## src/rtl/mbox_pkg.sv

```systemverilog
package mbox_pkg;
  localparam int DW = 64;

  typedef enum logic [1:0] {AL_RW = 2'd0, AL_AND = 2'd1, AL_OR = 2'd2} alias_e;

  typedef enum logic [2:0] {SEL_NONE, SEL_CMD, SEL_RSP, SEL_EDB, SEL_HDB} sel_e;

  typedef struct packed {
    logic          en;
    alias_e        al;
    logic [DW-1:0] data;
  } db_op_t;

  // MSB-first bits 0..4 and 14 of the host doorbell
  localparam logic [DW-1:0] HOST_IRQ_MASK = 64'hF802_0000_0000_0000;
  // MSB-first bit 0 of the engine doorbell
  localparam logic [DW-1:0] ENG_IRQ_MASK  = 64'h8000_0000_0000_0000;
endpackage

```

## src/rtl/mbox_decode.sv

```systemverilog
module mbox_decode
  import mbox_pkg::*;
#(
  parameter int ADDR_W   = 8,
  parameter int NWORDS   = 4,
  parameter int CMD_BASE = 'h50,
  parameter int EDB_BASE = 'h60,
  parameter int HDB_BASE = 'h63,
  localparam int IW      = $clog2(NWORDS)
) (
  input  logic [ADDR_W-1:0] addr,
  input  logic              we,
  input  logic [DW-1:0]     wdata,
  output sel_e              sel,
  output logic [IW-1:0]     idx,
  output db_op_t            edb_op,
  output db_op_t            hdb_op
);
  localparam logic [ADDR_W-1:0] CMD_LO = ADDR_W'(CMD_BASE);
  localparam logic [ADDR_W-1:0] RSP_LO = ADDR_W'(CMD_BASE + NWORDS);
  localparam logic [ADDR_W-1:0] RSP_HI = ADDR_W'(CMD_BASE + 2 * NWORDS);
  localparam logic [ADDR_W-1:0] EDB_LO = ADDR_W'(EDB_BASE);
  localparam logic [ADDR_W-1:0] EDB_HI = ADDR_W'(EDB_BASE + 3);
  localparam logic [ADDR_W-1:0] HDB_LO = ADDR_W'(HDB_BASE);
  localparam logic [ADDR_W-1:0] HDB_HI = ADDR_W'(HDB_BASE + 3);

  logic [ADDR_W-1:0] off;
  alias_e            al;

  always_comb begin
    sel = SEL_NONE;
    off = '0;
    if (addr >= CMD_LO && addr < RSP_LO) begin
      sel = SEL_CMD;
      off = addr - CMD_LO;
    end else if (addr >= RSP_LO && addr < RSP_HI) begin
      sel = SEL_RSP;
      off = addr - RSP_LO;
    end else if (addr >= EDB_LO && addr < EDB_HI) begin
      sel = SEL_EDB;
      off = addr - EDB_LO;
    end else if (addr >= HDB_LO && addr < HDB_HI) begin
      sel = SEL_HDB;
      off = addr - HDB_LO;
    end
    idx = off[IW-1:0];
    al  = alias_e'(off[1:0]);
  end

  always_comb begin
    edb_op.en   = we && (sel == SEL_EDB);
    edb_op.al   = al;
    edb_op.data = wdata;
    hdb_op.en   = we && (sel == SEL_HDB);
    hdb_op.al   = al;
    hdb_op.data = wdata;
  end
endmodule

```

## src/rtl/mbox_wordbank.sv

```systemverilog
module mbox_wordbank
  import mbox_pkg::*;
#(
  parameter int NWORDS = 4,
  localparam int IW    = $clog2(NWORDS)
) (
  input  logic                      clk,
  input  logic                      rst,
  input  logic                      we,
  input  logic [IW-1:0]             widx,
  input  logic [DW-1:0]             wdata,
  output logic [NWORDS-1:0][DW-1:0] words
);
  for (genvar g = 0; g < NWORDS; g++) begin : g_word
    always_ff @(posedge clk) begin
      if (rst)                              words[g] <= '0;
      else if (we && widx == IW'(g))        words[g] <= wdata;
    end
  end
endmodule

```

## src/rtl/mbox_doorbell.sv

```systemverilog
module mbox_doorbell
  import mbox_pkg::*;
#(
  parameter logic [DW-1:0] IRQ_MASK = HOST_IRQ_MASK
) (
  input  logic          clk,
  input  logic          rst,
  input  db_op_t        hop,
  input  db_op_t        eop,
  output logic [DW-1:0] q,
  output logic          irq
);
  logic [DW-1:0] base, or_bits, and_bits, nxt;

  always_comb begin
    base = q;
    if (eop.en && eop.al == AL_RW) base = eop.data;
    if (hop.en && hop.al == AL_RW) base = hop.data;
    or_bits  = '0;
    and_bits = '1;
    if (hop.en && hop.al == AL_OR)  or_bits  = or_bits  | hop.data;
    if (eop.en && eop.al == AL_OR)  or_bits  = or_bits  | eop.data;
    if (hop.en && hop.al == AL_AND) and_bits = and_bits & hop.data;
    if (eop.en && eop.al == AL_AND) and_bits = and_bits & eop.data;
    nxt = (base | or_bits) & and_bits;
  end

  always_ff @(posedge clk) begin
    if (rst) begin
      q   <= '0;
      irq <= 1'b0;
    end else begin
      q   <= nxt;
      irq <= |(nxt & IRQ_MASK);
    end
  end
endmodule

```

## src/rtl/mbox_regfile.sv

```systemverilog
module mbox_regfile
  import mbox_pkg::*;
#(
  parameter int ADDR_W   = 8,
  parameter int NWORDS   = 4,
  parameter int CMD_BASE = 'h50,
  parameter int EDB_BASE = 'h60,
  parameter int HDB_BASE = 'h63
) (
  input  logic              clk,
  input  logic              rst,
  input  logic [ADDR_W-1:0] host_addr,
  input  logic              host_we,
  input  logic [63:0]       host_wdata,
  output logic [63:0]       host_rdata,
  output logic              host_irq,
  input  logic [ADDR_W-1:0] eng_addr,
  input  logic              eng_we,
  input  logic [63:0]       eng_wdata,
  output logic [63:0]       eng_rdata,
  output logic              eng_irq
);
  localparam int IW = $clog2(NWORDS);

  sel_e                      h_sel, e_sel;
  logic [IW-1:0]             h_idx, e_idx;
  db_op_t                    h_edb, h_hdb, e_edb, e_hdb;
  logic [NWORDS-1:0][DW-1:0] cmd_words, rsp_words;
  logic [DW-1:0]             edb_q, hdb_q;

  mbox_decode #(.ADDR_W(ADDR_W), .NWORDS(NWORDS), .CMD_BASE(CMD_BASE),
                .EDB_BASE(EDB_BASE), .HDB_BASE(HDB_BASE)) u_dec_host (
    .addr(host_addr), .we(host_we), .wdata(host_wdata),
    .sel(h_sel), .idx(h_idx), .edb_op(h_edb), .hdb_op(h_hdb));

  mbox_decode #(.ADDR_W(ADDR_W), .NWORDS(NWORDS), .CMD_BASE(CMD_BASE),
                .EDB_BASE(EDB_BASE), .HDB_BASE(HDB_BASE)) u_dec_eng (
    .addr(eng_addr), .we(eng_we), .wdata(eng_wdata),
    .sel(e_sel), .idx(e_idx), .edb_op(e_edb), .hdb_op(e_hdb));

  // Command bank: host port is the only writer
  mbox_wordbank #(.NWORDS(NWORDS)) u_cmd (
    .clk(clk), .rst(rst), .we(host_we && h_sel == SEL_CMD),
    .widx(h_idx), .wdata(host_wdata), .words(cmd_words));

  // Response bank: engine port is the only writer
  mbox_wordbank #(.NWORDS(NWORDS)) u_rsp (
    .clk(clk), .rst(rst), .we(eng_we && e_sel == SEL_RSP),
    .widx(e_idx), .wdata(eng_wdata), .words(rsp_words));

  mbox_doorbell #(.IRQ_MASK(ENG_IRQ_MASK)) u_edb (
    .clk(clk), .rst(rst), .hop(h_edb), .eop(e_edb), .q(edb_q), .irq(eng_irq));

  mbox_doorbell #(.IRQ_MASK(HOST_IRQ_MASK)) u_hdb (
    .clk(clk), .rst(rst), .hop(h_hdb), .eop(e_hdb), .q(hdb_q), .irq(host_irq));

  function automatic logic [DW-1:0] rd_mux(input sel_e s, input logic [IW-1:0] i);
    case (s)
      SEL_CMD: return cmd_words[i];
      SEL_RSP: return rsp_words[i];
      SEL_EDB: return edb_q;
      SEL_HDB: return hdb_q;
      default: return '0;
    endcase
  endfunction

  always_ff @(posedge clk) begin
    if (rst) begin
      host_rdata <= '0;
      eng_rdata  <= '0;
    end else begin
      host_rdata <= rd_mux(h_sel, h_idx);
      eng_rdata  <= rd_mux(e_sel, e_idx);
    end
  end
endmodule

```

## config.mk

```make
export PLATFORM = sky130hd
export DESIGN_NAME = mbox_regfile
export DESIGN_NICKNAME = d
export VERILOG_FILES = /design/src/rtl/mbox_pkg.sv /design/src/rtl/mbox_decode.sv /design/src/rtl/mbox_wordbank.sv /design/src/rtl/mbox_doorbell.sv /design/src/rtl/mbox_regfile.sv
export SDC_FILE = /design/constraint.sdc
export NUM_CORES = 2
export LEC_CHECK = 0
export ABC_AREA = 1
export BUFFER_PORTS_ARGS = -buffer_cell sky130_fd_sc_hd__buf_2
export CAP_MARGIN = 5
export CORE_MARGIN = 2
export CORE_UTILIZATION = 40
export CTS_CLUSTER_SIZE = 8
export DETAILED_ROUTE_END_ITERATION = 12
export RECOVER_POWER = 25
export SETUP_SLACK_MARGIN = 0.15
export SYNTH_ARGS = -nofsm -noshare
export SYNTH_HDL_FRONTEND = slang
export SYNTH_SLANG_ARGS = --single-unit
```

## constraint.sdc

```tcl
create_clock -name clk -period 2.69 [get_ports clk]
set_clock_uncertainty 0.05 [all_clocks]
set_input_delay 0.1345 -clock clk [delete_from_list [all_inputs] [get_ports clk]]
set_output_delay 0.1345 -clock clk [all_outputs]
set_load 0.005 [all_outputs]
```

* Yosys cells after proc, flatten, opt, wreduce, memory -nomap -nowiden
Index checks and enable logic that the tools add are counted.
** Storage, ports and cells
- Bits in registers :: 770
- Input port bits :: 148
- Output and inout port bits :: 130
** Cells by class
- Add/sub/neg operators :: 8
- $lt $le $gt $ge :: 18
- Equal/unequal tests :: 14
- Mux-type cells :: 38
- Bitwise gates (word level) :: 8
- Reductions and logical operators :: 37
** Operators by type and width (number)
- $mux 64 :: 16
- $bmux 64 s2 :: 4
- $pmux 64 s4 :: 2
- $and 64x64->64 :: 4
- $or 64x64->64 :: 4
- $ge 8x7->1 const B :: 8
- $lt 8x7->1 const B :: 8
- $logic_and 1x1->1 :: 34
- $mux 3 :: 8
- $mux 2 :: 8
- $eq 3x2->1 const B :: 4
- $sub 2x1->2 const B :: 6
- $eq 2x2->1 const B :: 4
- $eq 3x1->1 const B :: 2
- $eq 3x3->1 const B :: 2
- $lt 2x3->1 const B :: 2
- $reduce_or 6->1 :: 1
- $eq 2x1->1 const B :: 2
- $logic_not 2->1 :: 2
- $sub 2x2->2 const B :: 2

* Longest topological paths before layout
- Word-level depth :: 15
- Depth in mapped cells :: 18
- Depth with buffers taken out :: 17

* Modules after synthesis
A second synthesis with hierarchy kept.
** Unflattened totals
- Cells, all modules :: 8774
- Area, all modules :: 49607.6 um^2
** By module, submodules not included
- mbox_wordbank :: instances 2, cells an instance 1641, area each 10578.9 um^2, sequential area each 5124.9 um^2
- mbox_regfile :: instances 1, cells an instance 3787, area each 17633.2 um^2, sequential area each 2562.5 um^2
- mbox_doorbell at u_edb :: instances 1, cells an instance 767, area each 4326.6 um^2, sequential area each 1281.2 um^2
- mbox_doorbell at u_hdb :: instances 1, cells an instance 586, area each 4057.6 um^2, sequential area each 1301.2 um^2
- mbox_decode :: instances 2, cells an instance 176, area each 1216.2 um^2, sequential area each 0.0 um^2

* Least setup slack after synthesis
OpenSTA, ideal clock, no wires.
- Kind :: input port to flip-flop
- Start :: in host_addr[0]
- End :: reg host_rdata[31]
- Library setup time :: 0.115 ns
- Arrival :: 1.743 ns
- Setup slack :: 0.782 ns
- Stages :: 14
- Cells stage by stage :: ha_1 nor2_4 nand2_2 nand2_2 nand2_2 nand2_4 buf_12 nand2_4 buf_2 buf_2 o2111ai_1 nand2_1 o21ai_0 inv_1
** On the way
- Longest elaborated chain between the ends :: 9
- Elaborated cells between the ends (all ways) :: 33
- Classes of those cells :: add/sub: 4; order compare: 8; eq/ne: 4; mux: 13; reduce/logical: 4
** RTL lines
- start: declaration :: line mbox_regfile.sv:12 : input logic [ADDR_W-1:0] host_addr,
- $ge 8x7->1 or $lt 8x7->1 (tied branches) :: line mbox_decode.sv:42 : end else if (addr >= HDB_LO && addr < HDB_HI) begin
- $logic_and 1x1->1 :: line mbox_decode.sv:42
- $mux 2 :: line mbox_decode.sv:42
- $mux 2 :: line mbox_decode.sv:39 : end else if (addr >= EDB_LO && addr < EDB_HI) begin
- $mux 2 :: line mbox_decode.sv:36 : end else if (addr >= RSP_LO && addr < RSP_HI) begin
- $mux 2 :: line mbox_decode.sv:33 : if (addr >= CMD_LO && addr < RSP_LO) begin
- $bmux 64 s2, on equally long branches :: line mbox_regfile.sv:60, mbox_regfile.sv:59
- $mux 64, on equally long branches :: line mbox_regfile.sv:60, mbox_regfile.sv:59
- $pmux 64 s4 * :: line mbox_regfile.sv:58 : case (s)
- end signal: assignment :: line mbox_regfile.sv:72 : host_rdata <= rd_mux(h_sel, h_idx);
- end: declaration :: line mbox_regfile.sv:15 : output logic [63:0] host_rdata,
Every way passes the cells marked *; elsewhere a longest branch is shown, timed or not. The select of a mux whose other input is x is not followed.
A chain may end at the register's enable or synchronous reset.

* Final worst setup path
- Start :: in host_addr[0]
- End :: reg host_rdata[3]
The elaborated chain is that of the path after synthesis.

==> summary.md <==
| Metric | Value |
|---|---|
| Starting density of the core | `40.4%` |
| Measured slew at the worst slew-check pin | `~1100 ps` |
| Number of design-rule violations left by the first detailed-router iteration | `4,814` |
| Number of placed I/O pins | `roughly 280` |
| GRT Overall Usage | `32.3%` |
| Required time of the critical path | `about 3200 ps` |
| Root buffer selected by CTS | `sky130_fd_sc_hd__clkbuf_16` |
| Post-CTS Setup Bufs | `0` |
| Number of port buffers | `277` |
| Synthesized cell area | `approximately 37,000 sq um` |
| Count of synthesis-stage warnings from yosys | `0` |
| Pin count of the biggest net entering global routing | `149` |
| Clock share of power | `a little under half` |
| Combinational Power Share | `6.8%` |
| Startpoint-to-endpoint class of the critical path | `in2reg` |
| Met3 track demand over resource in global routing | `6.60%` |
| Share of the synthesized area in compound gates (AO/OA/AOI/OAI) | `32.7%` |
| Layout cells sized above 1 | `10.4%` |
| Leak | `0.0169 uW` |
| Sequential fraction of design power | `45.3%` |
| Share of the synthesized netlist area taken by xor and xnor gates | `0%` |
| Biggest area contributors in the synthesized netlist | `sky130_fd_sc_hd__dfxtp_1, sky130_fd_sc_hd__a21oi_1, sky130_fd_sc_hd__o21ai_0` |
| Final WL | `159,000 um` |
| Number of nets in the layout | `5,662` |
| Element type at the critical path end | `register` |
| Async S/R FF share, synth | `0%` |
| Antenna violations before repair | `7` |
| Most instantiated flip-flop cell in the synthesis netlist | `sky130_fd_sc_hd__dfxtp_1` |
| Number of cell rows | `111` |
| Most frequent cell after synthesis | `sky130_fd_sc_hd__inv_1` |
| Number of nets in the synthesized netlist | `5,373` |
| Total vias in the final route | `40,200` |
| Worst-path maximum fanout | `50` |
| Final critical-path required period | `2470 ps` |
| Part of the Yosys area used for sequential elements | `41.4%` |
| DRC violation count after routing | `0` |
| Result of the run | `finished, final reports clean` |
| Arr. time, crit path | `2980 ps` |
| Synthesized-area fraction occupied by adder cells | `less than 1%` |
| Post-Synthesis Cells | `5,221` |
| Worst relative slew slack | `~28%` |
| Clock tree from TritonCTS | `yes` |
| DP Wirelength | `around 96,000 um` |
| Average routed wire per standard cell | `between 20 and 25 um` |
| First-pass GRT wire length | `235,000 um` |
| Hold Path Class | `in2reg` |
| Area of the core | `roughly 90,000 sq um` |
| GRT overflow | `0` |
| Sink Count | `769` |
| Launching element type of the critical path | `primary input` |
| Switching Share | `24.9%` |
| Area added between synthesis and finish | `20.9%` |
| Main combinational cell family by area after synthesis | `compound AO/OA/AOI/OAI gates` |
| Final number of hold-violating endpoints | `0` |
| Chip width | `309 um` |
| Met2 Track Usage GR | `49.9%` |
| Sum Neg Setup Slack | `0 ps` |
| IR Drop Worst-Case VDD | `between 400 and 500 uV` |
| DRT Pass-1 Iters | `8` |
| CTS clk-pin slew, worst paths | `roughly 50 ps` |
| Most instantiated cells after synthesis | `sky130_fd_sc_hd__inv_1, sky130_fd_sc_hd__dfxtp_1, sky130_fd_sc_hd__a21oi_1` |
| Gp weighted congestion | `roughly 0.88` |
| Flop and latch count out of synthesis | `~770` |
| Number of global-route vias before repair | `37,400` |
| Die Outline Area | `95,400 sq um` |
| Total power per unit cell area | `about 560 nW/um^2` |
| Post-Synth Simple-Gate Area | `roughly 12%` |
| Cell type with the highest aggregate area in the netlist | `sky130_fd_sc_hd__dfxtp_1` |
| Height of the chip | `309 um` |
| Post-synth top area share | `41.4%` |
| Peak Freq | `404 MHz` |
| Library cells used by synthesis | `38` |
| Mean instance size in the synthesized netlist | `7.12 sq um` |
| Maximum clock path buffer count | `3` |
| Clock buffers created by TritonCTS | `~110` |
| RSZ-0062 raised after global routing | `false` |
| Count of flip-flops with a built-in enable after synthesis | `0` |
| Global route hottest layer | `met2` |
| Max Cap Violations | `0` |
| Period Utilization, post-route | `91.9%` |
| Net Sw Power | `6280 uW` |
| Via count normalized by instance count | `5.95` |
| Met1 Usage GRT | `43.9%` |
| CTS H-Tree Depth | `3` |
| Detail Route Antenna Nets | `0` |
| Pins over their slew limit | `0` |
| Final Hold Slack | `151 ps` |
| Number of setup violations in the final report | `0` |
| Portion of netlist area occupied by mux cells | `0%` |
| Clock latency reported for the late side of the worst-skew pair | `690 ps` |
| Internal power | `19,000 uW` |
-- registers in the layout, summed over array words and instances (netlist names) --
register / flops
eng_rdata: 64
host_rdata: 64
u_cmd.words: 256
u_edb.irq: 1
u_edb.q: 63
u_hdb.irq: 1
u_hdb.q: 64
u_rsp.words: 256
-- kinds of logic after synthesis --
group                      Yosys count
adders and majority gates            4
AOI/OAI and AO/OA                 2157
buffers and inverters             1258
DFF                                769
and+or+nand+nor                   1033
-- timing repair --
| item | in CTS | in global routing |
|---|---|---|
| endpoints found under the hold margin | 645 | 0 |
| gates resized for setup | 0 | 0 |
| hold buffers | 131 | 0 |
-- final cells by class --
class | instances | area [sq um]
Inverter | 825 | 3110
Fill cell | 9234 | 47000
Antenna cell | 1 | 2.50
Clock buffer | 110 | 2700
Multi-Input combinational cell | 3194 | 16900
Timing Repair Buffer | 614 | 5150
Sequential cell | 769 | 15400
Tap cell | 1243 | 1560
Clock inverter | 6 | 71.3
-- critical path, cell delays in order --
cell	delay (ps)
sky130_fd_sc_hd__clkbuf_1	120
sky130_fd_sc_hd__ha_1	240
sky130_fd_sc_hd__nor2_4	150
sky130_fd_sc_hd__nand2_4	70
sky130_fd_sc_hd__nand2_2	90
sky130_fd_sc_hd__nand2_2	60
sky130_fd_sc_hd__nand2_4	240
sky130_fd_sc_hd__nand2_1	190
sky130_fd_sc_hd__clkbuf_4	650
sky130_fd_sc_hd__o2111ai_1	460
sky130_fd_sc_hd__o21ai_1	140
sky130_fd_sc_hd__o21ai_0	300
sky130_fd_sc_hd__inv_1	80
-- layer usage --
metal,wire length (um),vias to the layer above
li1,-,18400
met1,66000,18800
met2,68500,2474
met3,18000,483
met4,6540,8
met5,55,-
-- per-stage QoR --
stage,total power [uW],cell area (sq um),cells,utilization (%),setup slack (ps)
2_1_floorplan,12400,37200,5221,-,782
3_3_place_gp,13200,41100,6514,44.7,108
3_5_place_dp,13200,41100,6514,44.7,138
4_1_cts,25400,45200,6761,49.1,388
5_1_grt,26000,44900,6762,48.9,114
6_report,25300,44900,6762,48.9,217
-- power groups by stage --
| stage | Sequential [uW] | Combinational, uW | Clock (uW) |
|---|---|---|---|
| 6_report | 11500 | 1730 | 12100 |
| 3_3_place_gp | 11700 | 1530 | 0 |
| 2_1_floorplan | 11700 | 725 | 0 |
| 3_5_place_dp | 11700 | 1530 | 0 |
| 5_1_grt | 11400 | 1840 | 12700 |
| 4_1_cts | 11500 | 1690 | 12200 |
-- cells in the final DEF (no fill, tap or decap), drive strengths merged, types with 3 or more instances in the layout --
| master | count |
|---|---|
| nand2 | 522 |
| clkbuf | 197 |
| o221ai | 86 |
| nor2 | 150 |
| dlygate4sd3 | 131 |
| dfxtp | 769 |
| nand3 | 259 |
| o22ai | 281 |
| a22oi | 92 |
| nand4 | 13 |
| ha | 4 |
| o21ai | 779 |
| buf | 396 |
| a211oi | 3 |
| clkinv | 5 |
| a21oi | 767 |
| nand3b | 21 |
| o211ai | 82 |
| o2111ai | 65 |
| nor3 | 68 |
| inv | 826 |
-- worst paths after layout --
kind | startpoint | end | slack [ps] | depth (start not counted)
hold reg to reg | u_rsp.words[40]$_SDFFE_PP0P_ | u_rsp.words[40]$_SDFFE_PP0P_ | 400 | 2
hold / removal | eng_we | u_rsp.words[141]$_SDFFE_PP0P_ | 150 | 5
setup / recovery | host_addr[0] | host_rdata[3]$_SDFF_PP0_ | 220 | 13
setup reg to reg | u_edb.q[23]$_SDFF_PP0_ | u_edb.q[23]$_SDFF_PP0_ | 1300 | 5
No activity file was read; power rests on OpenSTA's default activity.
